## src/rtl/irq_ctl_pkg.sv

```systemverilog
package irq_ctl_pkg;

  // Decoded bus operation for one cycle
  typedef enum logic [2:0] {
    OP_IDLE     = 3'd0,
    OP_FLAG_WR  = 3'd1,
    OP_MASK_WR  = 3'd2,
    OP_FLAG_RD  = 3'd3,
    OP_MASK_RD  = 3'd4,
    OP_OTHER_RD = 3'd5
  } bus_op_e;

endpackage

```

## src/rtl/irq_bus_decode.sv

```systemverilog
module irq_bus_decode
  import irq_ctl_pkg::*;
#(
  parameter int AW       = 4,
  parameter int FLAG_OFS = 13,
  parameter int EN_OFS   = 14
) (
  input  logic          sel,
  input  logic          wr,
  input  logic [AW-1:0] addr,
  output bus_op_e       op
);
  localparam logic [AW-1:0] FLAG_A = AW'(FLAG_OFS);
  localparam logic [AW-1:0] EN_A   = AW'(EN_OFS);

  always_comb begin
    op = OP_IDLE;
    if (sel) begin
      if (wr) begin
        if (addr == FLAG_A)    op = OP_FLAG_WR;
        else if (addr == EN_A) op = OP_MASK_WR;
      end else begin
        if (addr == FLAG_A)    op = OP_FLAG_RD;
        else if (addr == EN_A) op = OP_MASK_RD;
        else                   op = OP_OTHER_RD;
      end
    end
  end
endmodule

```

## src/rtl/irq_flag_bank.sv

```systemverilog
module irq_flag_bank #(
  parameter int NSRC = 7
) (
  input  logic            clk,
  input  logic            rst,
  input  logic [NSRC-1:0] evt,
  input  logic            clr_en,
  input  logic [NSRC-1:0] clr_mask,
  output logic [NSRC-1:0] flags
);
  genvar i;
  generate
    for (i = 0; i < NSRC; i++) begin : g_bit
      // An event that arrives in the same cycle as a clear keeps the bit set
      always_ff @(posedge clk) begin
        if (rst)
          flags[i] <= 1'b0;
        else if (evt[i])
          flags[i] <= 1'b1;
        else if (clr_en && clr_mask[i])
          flags[i] <= 1'b0;
      end
    end
  endgenerate
endmodule

```

## src/rtl/irq_mask_bank.sv

```systemverilog
module irq_mask_bank #(
  parameter int NSRC = 7
) (
  input  logic            clk,
  input  logic            rst,
  input  logic            wr_en,
  input  logic            set_mode,
  input  logic [NSRC-1:0] sel_bits,
  output logic [NSRC-1:0] ena
);
  genvar i;
  generate
    for (i = 0; i < NSRC; i++) begin : g_bit
      always_ff @(posedge clk) begin
        if (rst)
          ena[i] <= 1'b0;
        else if (wr_en && sel_bits[i])
          ena[i] <= set_mode;
      end
    end
  endgenerate
endmodule

```

## src/rtl/irq_readback.sv

```systemverilog
module irq_readback
  import irq_ctl_pkg::*;
#(
  parameter int NSRC = 7,
  localparam int DW  = NSRC + 1
) (
  input  logic            clk,
  input  logic            rst,
  input  bus_op_e         op,
  input  logic [NSRC-1:0] flags,
  input  logic [NSRC-1:0] ena,
  output logic [DW-1:0]   rdata,
  output logic            irq
);
  logic [DW-1:0] rd_mux;

  always_comb begin
    rd_mux = '0;
    case (op)
      OP_FLAG_RD: rd_mux = {|flags, flags};
      OP_MASK_RD: rd_mux = {1'b1, ena};
      default:    rd_mux = '0;
    endcase
  end

  always_ff @(posedge clk) begin
    if (rst) begin
      rdata <= '0;
      irq   <= 1'b0;
    end else begin
      if (op == OP_FLAG_RD || op == OP_MASK_RD || op == OP_OTHER_RD)
        rdata <= rd_mux;
      irq <= |(flags & ena);
    end
  end
endmodule

```

## src/rtl/irq_ctl_top.sv

```systemverilog
module irq_ctl_top
  import irq_ctl_pkg::*;
#(
  parameter int NSRC     = 7,
  parameter int AW       = 4,
  parameter int FLAG_OFS = 13,
  parameter int EN_OFS   = 14,
  localparam int DW      = NSRC + 1
) (
  input  logic            clk,
  input  logic            rst,
  input  logic            sel,
  input  logic            wr,
  input  logic [AW-1:0]   addr,
  input  logic [DW-1:0]   wdata,
  output logic [DW-1:0]   rdata,
  input  logic [NSRC-1:0] evt,
  output logic            irq
);
  bus_op_e         op;
  logic [NSRC-1:0] flags_w;
  logic [NSRC-1:0] ena_w;

  irq_bus_decode #(.AW(AW), .FLAG_OFS(FLAG_OFS), .EN_OFS(EN_OFS)) u_dec (
    .sel  (sel),
    .wr   (wr),
    .addr (addr),
    .op   (op)
  );

  irq_flag_bank #(.NSRC(NSRC)) u_flags (
    .clk      (clk),
    .rst      (rst),
    .evt      (evt),
    .clr_en   (op == OP_FLAG_WR),
    .clr_mask (wdata[NSRC-1:0]),
    .flags    (flags_w)
  );

  irq_mask_bank #(.NSRC(NSRC)) u_mask (
    .clk      (clk),
    .rst      (rst),
    .wr_en    (op == OP_MASK_WR),
    .set_mode (wdata[DW-1]),
    .sel_bits (wdata[NSRC-1:0]),
    .ena      (ena_w)
  );

  irq_readback #(.NSRC(NSRC)) u_rb (
    .clk   (clk),
    .rst   (rst),
    .op    (op),
    .flags (flags_w),
    .ena   (ena_w),
    .rdata (rdata),
    .irq   (irq)
  );
endmodule

```

## config.mk

```make
export PLATFORM = sky130hd
export DESIGN_NAME = irq_ctl_top
export DESIGN_NICKNAME = d
export VERILOG_FILES = /design/src/rtl/irq_ctl_pkg.sv /design/src/rtl/irq_bus_decode.sv /design/src/rtl/irq_flag_bank.sv /design/src/rtl/irq_mask_bank.sv /design/src/rtl/irq_readback.sv /design/src/rtl/irq_ctl_top.sv
export SDC_FILE = /design/constraint.sdc
export NUM_CORES = 1
export LEC_CHECK = 0
export CAP_MARGIN = 15
export CELL_PAD_IN_SITES_DETAIL_PLACEMENT = 0
export CELL_PAD_IN_SITES_GLOBAL_PLACEMENT = 1
export CORE_ASPECT_RATIO = 0.75
export CORE_MARGIN = 4
export CORE_UTILIZATION = 36
export DETAILED_ROUTE_END_ITERATION = 10
export PLACE_DENSITY_LB_ADDON = 0.1
export SLEW_MARGIN = 20
export SYNTH_ARGS = -nofsm -noshare
export SYNTH_HDL_FRONTEND = slang
export SYNTH_SLANG_ARGS = --single-unit
```

## constraint.sdc

```tcl
create_clock -name clk -period 3.5 [get_ports clk]
set_input_delay 0.35 -clock clk [delete_from_list [all_inputs] [get_ports clk]]
set_output_delay 0.35 -clock clk [all_outputs]
set_load 0.02 [all_outputs]
```

* Yosys cells after proc, flatten, opt, wreduce, memory -nomap -nowiden
Cells that the tools add are included.
** Cells by class
- Multiplexer cells :: 21
- Reductions and logical operators :: 25
- Equality and inequality tests :: 7
- Bitwise logic cells :: 1
** Operators with widths (number)
- 8-bit one-hot mux with 2 select lines :: 1
- 1-bit two-way mux :: 15
- 1-bit logical AND :: 14
- 2-bit nonzero test :: 7
- 7-bit OR reduction :: 2
- 3-bit two-way mux :: 4
- 4-bit equality test (second input constant) :: 2
- 7-bit bitwise AND :: 1
- 3-bit by 2-bit equality test with 1-bit output (second input constant) :: 2
- 3-bit equality test (second input constant) :: 2
- 3-bit by 1-bit equality test with 1-bit output (second input constant) :: 1
- 1-bit logical OR :: 2
- 2-bit two-way mux :: 1
** Word-level totals
- Bits in registers :: 23
- Output and inout bits :: 9
- Bits of input ports :: 23
- Logic and storage cells :: 70

* Longest topological paths before layout
- Word-level depth :: 9
- Mapped depth :: 5
- Mapped depth without buffers :: 3

* By module
A second synthesis with hierarchy kept.
** Unflattened totals
- Cells, all modules :: 123
- Area total of the unflattened synthesis :: 1121.1 um2
** By module, submodules not included
- irq_readback :: sequential area each 180.2 um2, times used 1, area each 490.5 um2, cells an instance 54
- irq_mask_bank :: sequential area each 140.1 um2, times used 1, area each 291.5 um2, cells an instance 29
- irq_flag_bank :: sequential area each 140.1 um2, times used 1, area each 254.0 um2, cells an instance 28
- irq_bus_decode :: sequential area each 0.0 um2, times used 1, area each 70.1 um2, cells an instance 10
- irq_ctl_top :: sequential area each 0.0 um2, times used 1, area each 15.0 um2, cells an instance 2

* Worst setup path before layout
OpenSTA, ideal clock, no wires.
- Kind :: input-to-reg
- Start point :: input rst
- End point :: register u_rb.rdata[7]
- Slack :: 2253 ps
- Path buffers :: 2
- Data required time :: 3440 ps
- Library setup time :: 60 ps
- Arrival time :: 1186 ps
- Stages on the path :: 5
- Cells stage by stage :: buf_6 -> or3b_1 -> buf_6 -> a211oi_2 -> a221o_1
** RTL lines
- start, declared :: RTL line irq_ctl_top.sv:11 : input logic rst,
- end signal, assigned :: RTL line irq_readback.sv:32 : rdata <= rd_mux;
- end, declared :: RTL line irq_readback.sv:12 : output logic [DW-1:0] rdata,

==> impl_metrics.prom <==
# TYPE chip_impl_metric gauge
chip_impl_info{name="run_status",value="finished, final reports clean"} 1
chip_impl_metric{name="timing.critical_path.required",unit="ns"} 3.71
chip_impl_metric{name="post_drt_via_cell_ratio",unit=""} 5.30
chip_impl_metric{name="hold-path-cell-count",unit=""} 1
chip_impl_metric{name="area_of_the_core",unit="µm²"} 2680
chip_impl_metric{name="max_clock_freq",unit="MHz"} 624
chip_impl_metric{name="finalWirelength",unit="mm"} 2.44
chip_impl_metric{name="yosys.cell_types.count",unit=""} 23
chip_impl_metric{name="final_util",unit=""} 0.519
chip_impl_metric{name="post-place-ws",unit="ns"} 1.64
chip_impl_metric{name="vias",unit=""} 890
chip_impl_metric{name="synthesis_stage_register_bit_count",unit=""} 23
chip_impl_metric{name="io_pins",unit=""} 32
chip_impl_metric{name="power.switching",unit="mW"} 0.112
chip_impl_metric{name="timing.final.max_slew_violations",unit=""} 0
chip_impl_metric{name="final.min_clock_period",unit="ns"} 1.60
chip_impl_info{name="cts_tree",value="yes"} 1
chip_impl_info{name="synth_top_cells_by_area",value="sky130_fd_sc_hd__dfxtp_1, sky130_fd_sc_hd__and4b_1, sky130_fd_sc_hd__mux2i_1"} 1
chip_impl_metric{name="grt_start_max_net_pins",unit=""} 19
chip_impl_metric{name="antenna_found_initial",unit=""} 0
chip_impl_metric{name="overflow_after_grt",unit=""} 0
chip_impl_metric{name="syn_inst",unit=""} 103
chip_impl_info{name="worstSetupPathType",value="in -> reg"} 1
chip_impl_metric{name="avgRoutedWirePerCell",unit="µm"} 14.5
chip_impl_metric{name="grt_first_pass_wirelength",unit="mm"} 4.03
chip_impl_metric{name="placement_rows",unit=""} 16
chip_impl_metric{name="grt_pass1_vias",unit=""} 828
chip_impl_metric{name="design.final.nets",unit=""} 156
chip_impl_info{name="final_cell_mix",value="sky130_fd_sc_hd__clkdlybuf4s50_1, sky130_fd_sc_hd__dfxtp_1, sky130_fd_sc_hd__and4b_1, sky130_fd_sc_hd__a22oi_1"} 1
chip_impl_metric{name="timing.setup.tns",unit="ns"} 0
chip_impl_metric{name="detail_route.first_pass.iterations",unit=""} 4
chip_impl_metric{name="internal-power",unit="mW"} 0.381
chip_impl_metric{name="initial_core_util",unit=""} 0.384
chip_impl_metric{name="worst_margin_slew",unit="ns"} 0.581
chip_impl_metric{name="postCtsHoldBufs",unit=""} 0
chip_impl_info{name="clock_tree.root_cell",value="sky130_fd_sc_hd__clkbuf_8"} 1
chip_impl_info{name="hold_path_class",value="reg -> reg"} 1
chip_impl_metric{name="antenna_cells_inserted",unit=""} 0
chip_impl_metric{name="drt_iter0_drc",unit=""} 24
chip_impl_metric{name="synth_sequential_area_ratio",unit=""} 0.447
chip_impl_metric{name="r2r.worst_path.cells",unit=""} 3
chip_impl_metric{name="fin_area",unit="µm²"} 1390
chip_impl_metric{name="mappedNetlistArea",unit="µm²"} 1030
chip_impl_metric{name="die_height",unit="µm"} 54.3
chip_impl_info{name="unrepaired_setup_endpoints_after_global_routing",value="false"} 1
chip_impl_metric{name="die_area",unit="µm²"} 3790
chip_impl_metric{name="worst_setup_hold_path_clk_slew",unit="ns"} 0.08
chip_impl_metric{name="seq_power_share",unit=""} 0.559
chip_impl_metric{name="share_comb_of_total_power",unit=""} 0.117
chip_impl_metric{name="post_route_cells_drive_above_1_share",unit=""} 0.0455
chip_impl_metric{name="clock_path_buffers",unit=""} 2
chip_impl_metric{name="syn-num-nets",unit=""} 126
chip_impl_metric{name="place_congestion",unit=""} 0.726
chip_impl_metric{name="synthToLayoutAreaGrowth",unit="%"} 35.0
chip_impl_metric{name="critical_path_maximum_fanout",unit=""} 18
chip_impl_info{name="setup.worst_path.start_class",value="primary input"} 1
chip_impl_metric{name="setup_slack",unit="ns"} 1.90
chip_impl_metric{name="clock_sink_count",unit=""} 23
chip_impl_metric{name="slew-limit-headroom",unit=""} 0.613
chip_impl_metric{name="die_x_extent",unit="µm"} 69.8
chip_impl_metric{name="total_leakage_power",unit="nW"} 0.537
chip_impl_info{name="critical_path.endpoint_type",value="register"} 1
chip_impl_metric{name="place.detailed.hpwl",unit="mm"} 1.76
chip_impl_metric{name="port_buffers",unit=""} 31
chip_impl_metric{name="post_synth.cell_area_avg",unit="µm²"} 10.0
chip_impl_metric{name="drc_errors",unit=""} 0
chip_impl_info{name="final_common_cell",value="sky130_fd_sc_hd__clkdlybuf4s50_1"} 1
chip_impl_metric{name="final_min_period_over_clock_period",unit=""} 0.458
chip_impl_metric{name="cts.htree.levels",unit=""} 1
chip_impl_metric{name="post-layout-total-power",unit="mW"} 0.493
chip_impl_metric{name="power_switching_share",unit=""} 0.227
chip_impl_metric{name="clock_skew",unit="ns"} 0.00304
chip_impl_metric{name="max_cap_violations",unit=""} 0
chip_impl_metric{name="detail-route-antenna-nets",unit=""} 0
chip_impl_metric{name="clk_latency_worst_skew_pair",unit="ns"} 0.26
chip_impl_info{name="synth_largest_area_cell",value="sky130_fd_sc_hd__dfxtp_1"} 1
chip_impl_metric{name="postCtsSetupRepairBufs",unit=""} 0
chip_impl_metric{name="cts_resized",unit=""} 0
chip_impl_metric{name="ir_worst_vdd",unit="mV"} 0.153
chip_impl_metric{name="cts_buffers",unit=""} 3
chip_impl_metric{name="yosys_warnings",unit=""} 0
chip_impl_metric{name="global_route.usage.total",unit=""} 0.136
chip_impl_metric{name="final_report_setup_violation_count",unit=""} 0
chip_impl_metric{name="dpl_cell_area",unit="µm²"} 1350
chip_impl_metric{name="clkPwrFrac",unit=""} 0.325
chip_impl_metric{name="hold_violations",unit=""} 0
chip_impl_metric{name="synth_largest_type_area_fraction",unit=""} 0.447
chip_impl_metric{name="power.density",unit="nW/µm²"} 355
chip_impl_metric{name="worst_path_arrival",unit="ns"} 1.81
[stage by stage]
step,hold slack [ns],std cells
finish,0.465,168
global route,0.483,168
CTS,0.471,168
detailed placement,0.449,164
global placement,0.444,164
floorplan,0.464,103
[worst max-delay path, stage by stage]
cell,delay (ns)
sky130_fd_sc_hd__clkdlybuf4s50_1,0.40
sky130_fd_sc_hd__buf_4,0.20
sky130_fd_sc_hd__or3b_1,0.52
sky130_fd_sc_hd__a211oi_2,0.21
sky130_fd_sc_hd__a221o_1,0.13
[area by class of cell]
type                            count  area, µm²
Clock buffer                        3       41.3
Clock inverter                      1       5.00
Sequential cell                    23        460
Multi-Input combinational cell     71        514
Fill cell                         263       1290
Tap cell                           36       45.0
Timing Repair Buffer               32        318
Inverter                            2       7.51
[cells by family (layout without fill, tap and decap cells)]
family,count (synthesis),after routing,synth area share
buf+inv,9,38,0.0546
simple gates,43,43,0.263
flops,23,23,0.447
compound gates,21,21,0.167
mux,7,7,0.0680
[metal layers]
metal  track usage  wire, µm
met3        0.0422       148
met2         0.215      1040
met1         0.186      1240
met5             0         0
met4        0.0287        13
[Yosys cell counts]
library cell                instances
sky130_fd_sc_hd__dfxtp_1           23
sky130_fd_sc_hd__a22oi_1            9
sky130_fd_sc_hd__and4b_1            9
sky130_fd_sc_hd__nand2b_1           8
sky130_fd_sc_hd__nor3_1             8
sky130_fd_sc_hd__mux2i_1            7
sky130_fd_sc_hd__nand3_1            7
sky130_fd_sc_hd__nor2_1             7
sky130_fd_sc_hd__o2bb2ai_1          7
sky130_fd_sc_hd__buf_2              3
sky130_fd_sc_hd__buf_6              2
sky130_fd_sc_hd__inv_1              2
sky130_fd_sc_hd__a211oi_2           1
sky130_fd_sc_hd__a21oi_1            1
sky130_fd_sc_hd__a221o_1            1
sky130_fd_sc_hd__a222oi_1           1
sky130_fd_sc_hd__a31oi_1            1
sky130_fd_sc_hd__and2_1             1
sky130_fd_sc_hd__buf_4              1
sky130_fd_sc_hd__clkbuf_1           1
sky130_fd_sc_hd__nand4b_1           1
sky130_fd_sc_hd__nor4_1             1
sky130_fd_sc_hd__or3b_1             1
[power groups by stage]
stage               combinational, mW  clock, mW  sequential (mW)
floorplan                      0.0250          0            0.280
global placement               0.0562          0            0.282
detailed placement             0.0575          0            0.282
CTS                            0.0577      0.164            0.276
global route                   0.0622      0.175            0.277
finish                         0.0576      0.160            0.276
[flip-flops by register name, indices dropped and copies added (netlist names)]
name	cells
u_flags.flags	7
u_mask.ena	7
u_rb.irq	1
u_rb.rdata	8
[path summary, 6_finish.rpt]
kind                    startpoint       endpoint  slack, ns
hold / removal       u_rb.rdata[0]  u_rb.rdata[0]       0.46
setup reg to reg  u_flags.flags[0]  u_rb.rdata[7]       2.27
setup / recovery               rst  u_rb.rdata[7]       1.90
hold reg to reg      u_rb.rdata[0]  u_rb.rdata[0]       0.46
No activity file was read; power rests on OpenSTA's default activity.
